## src/rtl/eei2c_pkg.sv

```systemverilog
package eei2c_pkg;
   localparam int BYTE_W = 8;

   typedef enum logic [2:0] {
      ST_IDLE,
      ST_DEV,
      ST_WADR,
      ST_WDAT,
      ST_ACK,
      ST_RDAT,
      ST_RACK,
      ST_SKIP
   } phase_t;
endpackage

```

## src/rtl/eei2c_sync.sv

```systemverilog
module eei2c_sync #(
   parameter int              WIDTH   = 1,
   parameter int              STAGES  = 2,
   parameter logic [WIDTH-1:0] RST_VAL = '0
) (
   input  logic             clk,
   input  logic             rst_n,
   input  logic [WIDTH-1:0] d_i,
   output logic [WIDTH-1:0] q_o
);
   if (STAGES < 2) begin : g_bad_depth
      $error("eei2c_sync: STAGES must be at least 2");
   end
   if (WIDTH < 1) begin : g_bad_width
      $error("eei2c_sync: WIDTH must be at least 1");
   end

   logic [STAGES-1:0][WIDTH-1:0] stg;

   always_ff @(posedge clk or negedge rst_n) begin
      if (!rst_n) stg <= {STAGES{RST_VAL}};
      else        stg <= {stg[STAGES-2:0], d_i};
   end

   assign q_o = stg[STAGES-1];
endmodule

```

## src/rtl/eei2c_cond.sv

```systemverilog
module eei2c_cond (
   input  logic clk,
   input  logic rst_n,
   input  logic scl_s,
   input  logic sda_s,
   output logic scl_rise,
   output logic scl_fall,
   output logic start_det,
   output logic stop_det
);
   logic scl_q, sda_q;

   always_ff @(posedge clk or negedge rst_n) begin
      if (!rst_n) begin
         scl_q <= 1'b1;
         sda_q <= 1'b1;
      end else begin
         scl_q <= scl_s;
         sda_q <= sda_s;
      end
   end

   assign scl_rise  =  scl_s & ~scl_q;
   assign scl_fall  = ~scl_s &  scl_q;
   assign start_det =  scl_s &  scl_q &  sda_q & ~sda_s;
   assign stop_det  =  scl_s &  scl_q & ~sda_q &  sda_s;
endmodule

```

## src/rtl/eei2c_target.sv

```systemverilog
module eei2c_target
   import eei2c_pkg::*;
#(
   parameter logic [6:0] DEV_ADDR    = 7'h50,
   parameter int         SYNC_STAGES = 2
) (
   input  logic              clk,
   input  logic              rst_n,
   input  logic              scl_i,
   input  logic              sda_i,
   output logic              sda_low_o,
   input  logic              busy_i,
   input  logic              wp_i,
   output logic              ptr_load_o,
   output logic [BYTE_W-1:0] ptr_addr_o,
   input  logic [BYTE_W-1:0] rd_data_i,
   output logic              rd_next_o,
   output logic              wbuf_wr_o,
   output logic [BYTE_W-1:0] wbuf_data_o,
   output logic              wr_start_o
);
   localparam int                CNT_W = $clog2(BYTE_W + 1);
   localparam logic [CNT_W-1:0]  FULL  = CNT_W'(BYTE_W);
   localparam logic [CNT_W-1:0]  LASTB = CNT_W'(BYTE_W - 1);

   if (SYNC_STAGES < 2) begin : g_bad_sync
      $error("eei2c_target: SYNC_STAGES must be at least 2");
   end

   logic scl_s, sda_s, wp_s;
   logic scl_rise, scl_fall, start_det, stop_det;

   eei2c_sync #(.WIDTH(3), .STAGES(SYNC_STAGES), .RST_VAL(3'b011)) u_sync (
      .clk   (clk),
      .rst_n (rst_n),
      .d_i   ({wp_i, sda_i, scl_i}),
      .q_o   ({wp_s, sda_s, scl_s})
   );

   eei2c_cond u_cond (
      .clk       (clk),
      .rst_n     (rst_n),
      .scl_s     (scl_s),
      .sda_s     (sda_s),
      .scl_rise  (scl_rise),
      .scl_fall  (scl_fall),
      .start_det (start_det),
      .stop_det  (stop_det)
   );

   phase_t            st, nxt;
   logic [CNT_W-1:0]  cnt;
   logic [BYTE_W-1:0] shreg;
   logic              seen, first, wp_q, mack;

   always_ff @(posedge clk or negedge rst_n) begin
      if (!rst_n) begin
         st          <= ST_IDLE;
         nxt         <= ST_IDLE;
         cnt         <= '0;
         shreg       <= '0;
         seen        <= 1'b0;
         first       <= 1'b0;
         wp_q        <= 1'b0;
         mack        <= 1'b0;
         sda_low_o   <= 1'b0;
         ptr_load_o  <= 1'b0;
         ptr_addr_o  <= '0;
         rd_next_o   <= 1'b0;
         wbuf_wr_o   <= 1'b0;
         wbuf_data_o <= '0;
         wr_start_o  <= 1'b0;
      end else begin
         ptr_load_o <= 1'b0;
         rd_next_o  <= 1'b0;
         wbuf_wr_o  <= 1'b0;
         wr_start_o <= 1'b0;
         if (start_det) begin
            st        <= ST_DEV;
            cnt       <= '0;
            sda_low_o <= 1'b0;
            seen      <= 1'b0;
         end else if (stop_det) begin
            st         <= ST_IDLE;
            sda_low_o  <= 1'b0;
            wr_start_o <= seen;
            seen       <= 1'b0;
         end else begin
            case (st)
               ST_DEV, ST_WADR, ST_WDAT: begin
                  if (scl_rise && cnt != FULL) begin
                     shreg <= {shreg[BYTE_W-2:0], sda_s};
                     cnt   <= cnt + 1'b1;
                  end else if (scl_fall && cnt == FULL) begin
                     cnt <= '0;
                     if (st == ST_DEV) begin
                        if (shreg[BYTE_W-1:1] == DEV_ADDR && !busy_i) begin
                           sda_low_o <= 1'b1;
                           st        <= ST_ACK;
                           nxt       <= shreg[0] ? ST_RDAT : ST_WADR;
                           first     <= 1'b1;
                        end else begin
                           st <= ST_SKIP;
                        end
                     end else if (st == ST_WADR) begin
                        sda_low_o  <= 1'b1;
                        st         <= ST_ACK;
                        nxt        <= ST_WDAT;
                        ptr_load_o <= 1'b1;
                        ptr_addr_o <= shreg;
                     end else if (first && wp_q) begin
                        st <= ST_SKIP;
                     end else begin
                        sda_low_o   <= 1'b1;
                        st          <= ST_ACK;
                        nxt         <= ST_WDAT;
                        wbuf_wr_o   <= 1'b1;
                        wbuf_data_o <= shreg;
                        seen        <= 1'b1;
                        first       <= 1'b0;
                     end
                  end
               end
               ST_ACK: begin
                  if (scl_fall) begin
                     st        <= nxt;
                     cnt       <= '0;
                     sda_low_o <= 1'b0;
                     if (nxt == ST_WDAT && first) wp_q <= wp_s;
                     if (nxt == ST_RDAT) begin
                        shreg     <= rd_data_i;
                        sda_low_o <= ~rd_data_i[BYTE_W-1];
                     end
                  end
               end
               ST_RDAT: begin
                  if (scl_fall) begin
                     if (cnt == LASTB) begin
                        sda_low_o <= 1'b0;
                        st        <= ST_RACK;
                        rd_next_o <= 1'b1;
                     end else begin
                        sda_low_o <= ~shreg[BYTE_W-2];
                        shreg     <= {shreg[BYTE_W-2:0], 1'b0};
                        cnt       <= cnt + 1'b1;
                     end
                  end
               end
               ST_RACK: begin
                  if (scl_rise) begin
                     mack <= ~sda_s;
                  end else if (scl_fall) begin
                     cnt <= '0;
                     if (mack) begin
                        st        <= ST_RDAT;
                        shreg     <= rd_data_i;
                        sda_low_o <= ~rd_data_i[BYTE_W-1];
                     end else begin
                        st <= ST_SKIP;
                     end
                  end
               end
               default: ;
            endcase
         end
      end
   end
endmodule

```

## config.mk

```make
export PLATFORM = sky130hd
export DESIGN_NAME = eei2c_target
export DESIGN_NICKNAME = d
export VERILOG_FILES = /design/src/rtl/eei2c_pkg.sv /design/src/rtl/eei2c_sync.sv /design/src/rtl/eei2c_cond.sv /design/src/rtl/eei2c_target.sv
export SDC_FILE = /design/constraint.sdc
export NUM_CORES = 1
export LEC_CHECK = 0
export ABC_CLOCK_PERIOD_IN_PS = 1700
export CAP_MARGIN = 20
export CORE_MARGIN = 1.5
export CORE_UTILIZATION = 40
export CTS_CLUSTER_DIAMETER = 60
export DETAILED_ROUTE_END_ITERATION = 10
export DONT_BUFFER_PORTS = 1
export PLACE_DENSITY = 0.53
export SLEW_MARGIN = 20
export SYNTH_ARGS = -nofsm -noshare
export SYNTH_HDL_FRONTEND = slang
export SYNTH_SLANG_ARGS = --single-unit
```

## constraint.sdc

```tcl
create_clock -name clk -period 1.7 [get_ports clk]
set_input_delay 0.085 -clock clk [delete_from_list [all_inputs] [get_ports clk]]
set_output_delay 0.085 -clock clk [all_outputs]
set_load 0.005 [all_outputs]
```

Word-level counts from Yosys, hierarchy flattened
Index checks and enable logic that the tools add are counted.
{ "classes": {"reduce_logical": 23, "add_sub_neg": 1, "bitwise_logic": 19, "n_eq_ne": 43, "n_mux": 86} }
{ "ops": {"columns": ["op", "count"], "rows": [
  ["8-bit 2-to-1 mux", 8],
  ["1-bit 2-to-1 mux", 47],
  ["3-bit 2-to-1 mux", 15],
  ["4-bit inequality test (second input constant)", 10],
  ["4-bit 2-to-1 mux", 8],
  ["8-bit one-hot mux with 4 select lines", 1],
  ["3-bit inequality test (second input constant)", 8],
  ["8-bit AND reduction", 3],
  ["2-bit inequality test (second input constant)", 11],
  ["4-bit one-hot mux with 4 select lines", 1],
  ["7-bit AND reduction", 2],
  ["3-bit == test (second input constant)", 4],
  ["1-bit inverter", 12],
  ["3-bit one-hot mux with 4 select lines", 1],
  ["6-bit AND reduction", 2],
  ["11-bit AND reduction", 1],
  ["10-bit AND reduction", 1],
  ["3-bit by 2-bit == test with 1-bit output (second input constant)", 3],
  ["2-bit 2-to-1 mux", 4],
  ["1-bit bitwise AND", 7],
  ["7-bit == test (second input constant)", 1],
  ["6-bit inequality test (second input constant)", 1],
  ["3-bit nonzero test", 2],
  ["6-bit nonzero test", 1],
  ["other kinds (14)", 18]
]} }
{ "word_totals": {"wordCells": 191, "register_bits": 51, "output_inout_bits": 21, "input_bits": 14} }

Logic depth before layout (Yosys ltp)
{ "depth": {"word_depth": 9, "mapped_depth": 8} }

Cells and area by module
From an unflattened synthesis, not the netlist that was laid out.
{ "unflattened": {"cells_unflattened": 227, "hier_area_um2": 2431.1} }
{ "by_module_without_submodules": {"columns": ["module", "cells_each", "instances", "area_per_inst_um2", "seq_area_each_um2"], "rows": [
  ["eei2c_target", 212, 1, 2168.3, 1076.0],
  ["eei2c_sync", 9, 1, 177.7, 155.1],
  ["eei2c_cond", 6, 1, 85.1, 52.6]
]} }

Least setup slack after synthesis
No wires, ideal clock.
{ "synth_timing": {"path_type": "reg2reg", "start": "reg cnt[0]", "end": "reg shreg[0]", "stages_incl_launch_ff": 9, "setup_ps": 82, "n_path_buf": 1, "path_slack_ps": -149, "arrival_ps": 1767, "cell_sequence": "dfrtp_1 > inv_1 > ha_1 > and3b_1 > o32a_1 > o211ai_2 > buf_2 > a21oi_1 > a31oi_1"} }
{ "synth_between": {"elab_chain_cells": 4} }
{ "synth_lines": {"columns": ["element", "line", "rtl"], "rows": [
  ["start, declared", "eei2c_target.sv:52", "logic [CNT_W-1:0] cnt;"],
  ["start signal, assigned", "eei2c_target.sv:93", "cnt <= cnt + 1'b1;"],
  ["start signal, assigned", "eei2c_target.sv:145", "cnt <= cnt + 1'b1;"],
  ["4-bit inequality test", "eei2c_target.sv:91", "if (scl_rise && cnt != FULL) begin"],
  ["1-bit logical AND", "eei2c_target.sv:91", null],
  ["2-bit inequality test (no source line)", null, null],
  ["11-bit AND reduction (no source line) *", null, null],
  ["end signal, assigned", "eei2c_target.sv:92", "shreg <= {shreg[BYTE_W-2:0], sda_s};"],
  ["end signal, assigned", "eei2c_target.sv:131", "shreg <= rd_data_i;"],
  ["end signal, assigned", "eei2c_target.sv:144", "shreg <= {shreg[BYTE_W-2:0], 1'b0};"],
  ["end, declared", "eei2c_target.sv:53", "logic [BYTE_W-1:0] shreg;"]
]} }
Mark *: on every way between the ends. The rest lies on a longest branch, timed or not.
A chain may end at the register's enable or synchronous reset.

Worst setup path after layout
Same ends and word-level chain as after synthesis.

==> reports/results.ini <==
[clock_tree]
clock_sinks=51
htreeDepth=2
clock_latency_ns=0.31
cts_buffers=5
cts_root_buf=clkbuf_8
cts_buffer_depth=2
path_clk_slew_ns=0.10
tritoncts=yes

[synth]
ys_seq_area_share_pct=50.3
synth_nets=260
ys_seq_elements=51
synth_area_leader_cell=dfrtp_1
synth_common_cells=dfrtp_1, nand2_1, a21oi_1
yosysMostFrequentCell=dfrtp_1
synth-edff-count=0
netlist_area_um2=2550
yosys.cell_types.count=56
synthFlopType=dfrtp_1
synthCells=244
synth-async-reset-ratio_pct=100
synth.area.top_cells=dfrtp_1, dfstp_2, mux2_2, nand2_1, mux2i_1
syn_avg_cell_area_um2=10.5
synth_top_area_share_pct=44.1
ys_warn_count=0

[layout]
drive_gt1_share_pct=41.4
finalInstanceArea_um2=3480
diodes=0
syn_to_final_growth_pct=36.2
final_cells=382
fin_nets=322

[timing]
fin_tns_setup_ns=-0.998
clock_skew_ns=0.00645
slew_violations=0
worstMarginPinSlew_ns=0.342
rsz0062_at_grt=yes
setup_violations=20
fin_ws_ns=-0.0887
relSlewSlack_pct=77.2
fmax_mhz=559
fin_crit_sh_pct=105
fin_crit_ns=1.79
hold_viol=0

[critical_path]
crit_chain=inv_2 > ha_4 > and3b_2 > buf_6 > o32a_1 > o211ai_2 > buf_12 > a21oi_1 > a31oi_1
worstPathMaxFanout=16
slowest_stage=dfrtp_1
worstPathArrival_ns=2.02
endpoint_kind=flip-flop
worst-setup-path-type=reg -> reg
cp-start-kind=flip-flop
slowest_delay_ns=0.38
crit_required_ns=1.93

[detailed_routing]
drtPass1Iterations=4
dr_total_vias=2137
ant_nets=0
drt_iter0_drc=156
drc_errors=0
viasPerCell=5.59
wl_mm=6.78
wl_per_cell_um=17.8

[power]
p_int_mw=1.97
ir_drop_v=0.000494
p_per_area_nw_per_um2=776
p_leak_nw=1.55
switchingPower_mw=0.730
clkPwrFrac_pct=32.4
netSwitchingFraction_pct=27.1
power.total_mw=2.70
power_frac_comb_pct=17.6
seqPwrFrac_pct=50.0

[status]
outcome=complete, but fails checks
failed_checks=setup timing

[placed_design]
place_area_um2=3040
gp_congestion=0.862
io_buffers=0
place_ws_ns=-0.105
post-dp-hpwl_mm=4.53
dp_cells=359

[global_routing]
overflow=0
antenna_found_initial=0
grt_pass1_vias=2094
grt_pass1_wl_mm=11.0
grt_usage_pct=20.2
grt_max_degree=52

[die]
die_w_um=82.9
die-area_um2=6870
ios=35
core_area_um2=6030
die_y_um=82.9
rows=28
start_util_pct=42.4

[worst_hold_path]
hold_class=in -> reg

[job]
maxCapViolations=0

[power groups by stage]
stage / sequential [mW] / combinational (mW) / clock (mW)
finish: 1.35 / 0.474 / 0.874
floorplan: 1.38 / 0.184 / 0
CTS: 1.35 / 0.454 / 0.893
global placement: 1.37 / 0.389 / 0
detailed placement: 1.37 / 0.388 / 0
global route: 1.36 / 0.523 / 0.951
[critical path: cells and delay by family (launching register included)]
| kind | cells | cell delay [ns] |
|---|---|---|
| AND/OR/NAND/NOR | 1 | 0.24 |
| adder cells (fa/ha/maj) | 1 | 0.16 |
| buffers and inverters | 3 | 0.34 |
| flip-flops | 1 | 0.38 |
| AO/OA/AOI/OAI | 4 | 0.59 |
[sequential cells by signal (all words and copies together), names as in the netlist, 3 cells and up]
name,count
cnt,4
nxt,3
ptr_addr_o,8
shreg,8
st,3
u_sync.q_o,3
u_sync.stg,3
wbuf_data_o,8
[repair_timing]
action                                 4_1_cts  5_1_grt
setup endpoints to repair                   33       36
pin swaps                                   12        9
resized for setup                           22       22
gates cloned                                 1        1
buffers inserted                             6        3
hold buffers                                 5        0
endpoints found under the hold margin       54        0
[placed cells by master, fill, tap and decap left out, drive strengths merged, types with 2 or more instances in the layout]
master | synthesis | final
buf | 8 | 62
dfrtp | 45 | 45
nand2 | 31 | 31
a21oi | 20 | 20
mux2 | 12 | 12
mux2i | 11 | 11
nand3 | 11 | 11
inv | 9 | 11
a31oi | 10 | 10
o21ai | 7 | 7
nor2 | 6 | 6
dfstp | 6 | 6
clkbuf | 4 | 6
nand2b | 6 | 6
dlygate4sd3 | 0 | 4
and3b | 3 | 3
nand4 | 3 | 3
nor2b | 3 | 3
nor4 | 3 | 3
a21boi | 3 | 3
or4 | 1 | 2
and3 | 2 | 2
o21a | 2 | 2
o31ai | 2 | 2
a22o | 2 | 2
or3 | 2 | 2
nor3 | 2 | 2
nand3b | 2 | 2
a22oi | 2 | 2
a211oi | 2 | 2
ha | 2 | 2
[layout make-up]
class | count | area, um2
clock buffer | 6 | 72.6
clock inverter | 2 | 38.8
fill | 523 | 2550
inverter | 11 | 46.3
multi-input combinational | 171 | 1360
sequential | 51 | 1280
tap | 75 | 93.8
timing repair buffer | 66 | 579
[routing by layer]
layer	vias to the layer above	GRT usage, %	part of all wire (%)
li1	1014	-	-
met1	1053	28.4	47
met2	59	31.8	47
met3	11	3.88	4.4
met4	0	5.61	1.4
met5	-	0	0
[per-stage QoR]
stage	util, %	hold WS, ns
after floorplan	-	-0.211
after global placement	50.5	-0.210
after detailed placement	50.5	-0.210
after CTS	55.9	0.00341
after global routing	57.7	0.00211
final	57.7	0.0106
[cell families after synthesis]
| family | synth area share [%] |
|---|---|
| AND/OR/NAND/NOR | 17.7 |
| AO/OA/AOI/OAI | 17.2 |
| flip-flops | 50.3 |
| buffers and inverters | 3.72 |
| multiplexers | 9.75 |
| adder cells (fa/ha/maj) | 0.980 |
| XOR/XNOR | 0.343 |
[worst paths after layout]
kind                       slack [ns]       endpoint     startpoint  cells past startpoint
max                             -0.09       shreg[0]         cnt[0]                      9
min                              0.01       shreg[7]   rd_data_i[7]                      2
max reg2reg                     -0.09       shreg[0]         cnt[0]                      9
min reg2reg                      0.36  u_sync.q_o[2]  u_sync.stg[2]                      0
max in group asynchronous        1.12  u_sync.q_o[1]          rst_n                      2
min in group asynchronous        0.28       shreg[5]          rst_n                      2
No activity file was read; power rests on OpenSTA's default activity.
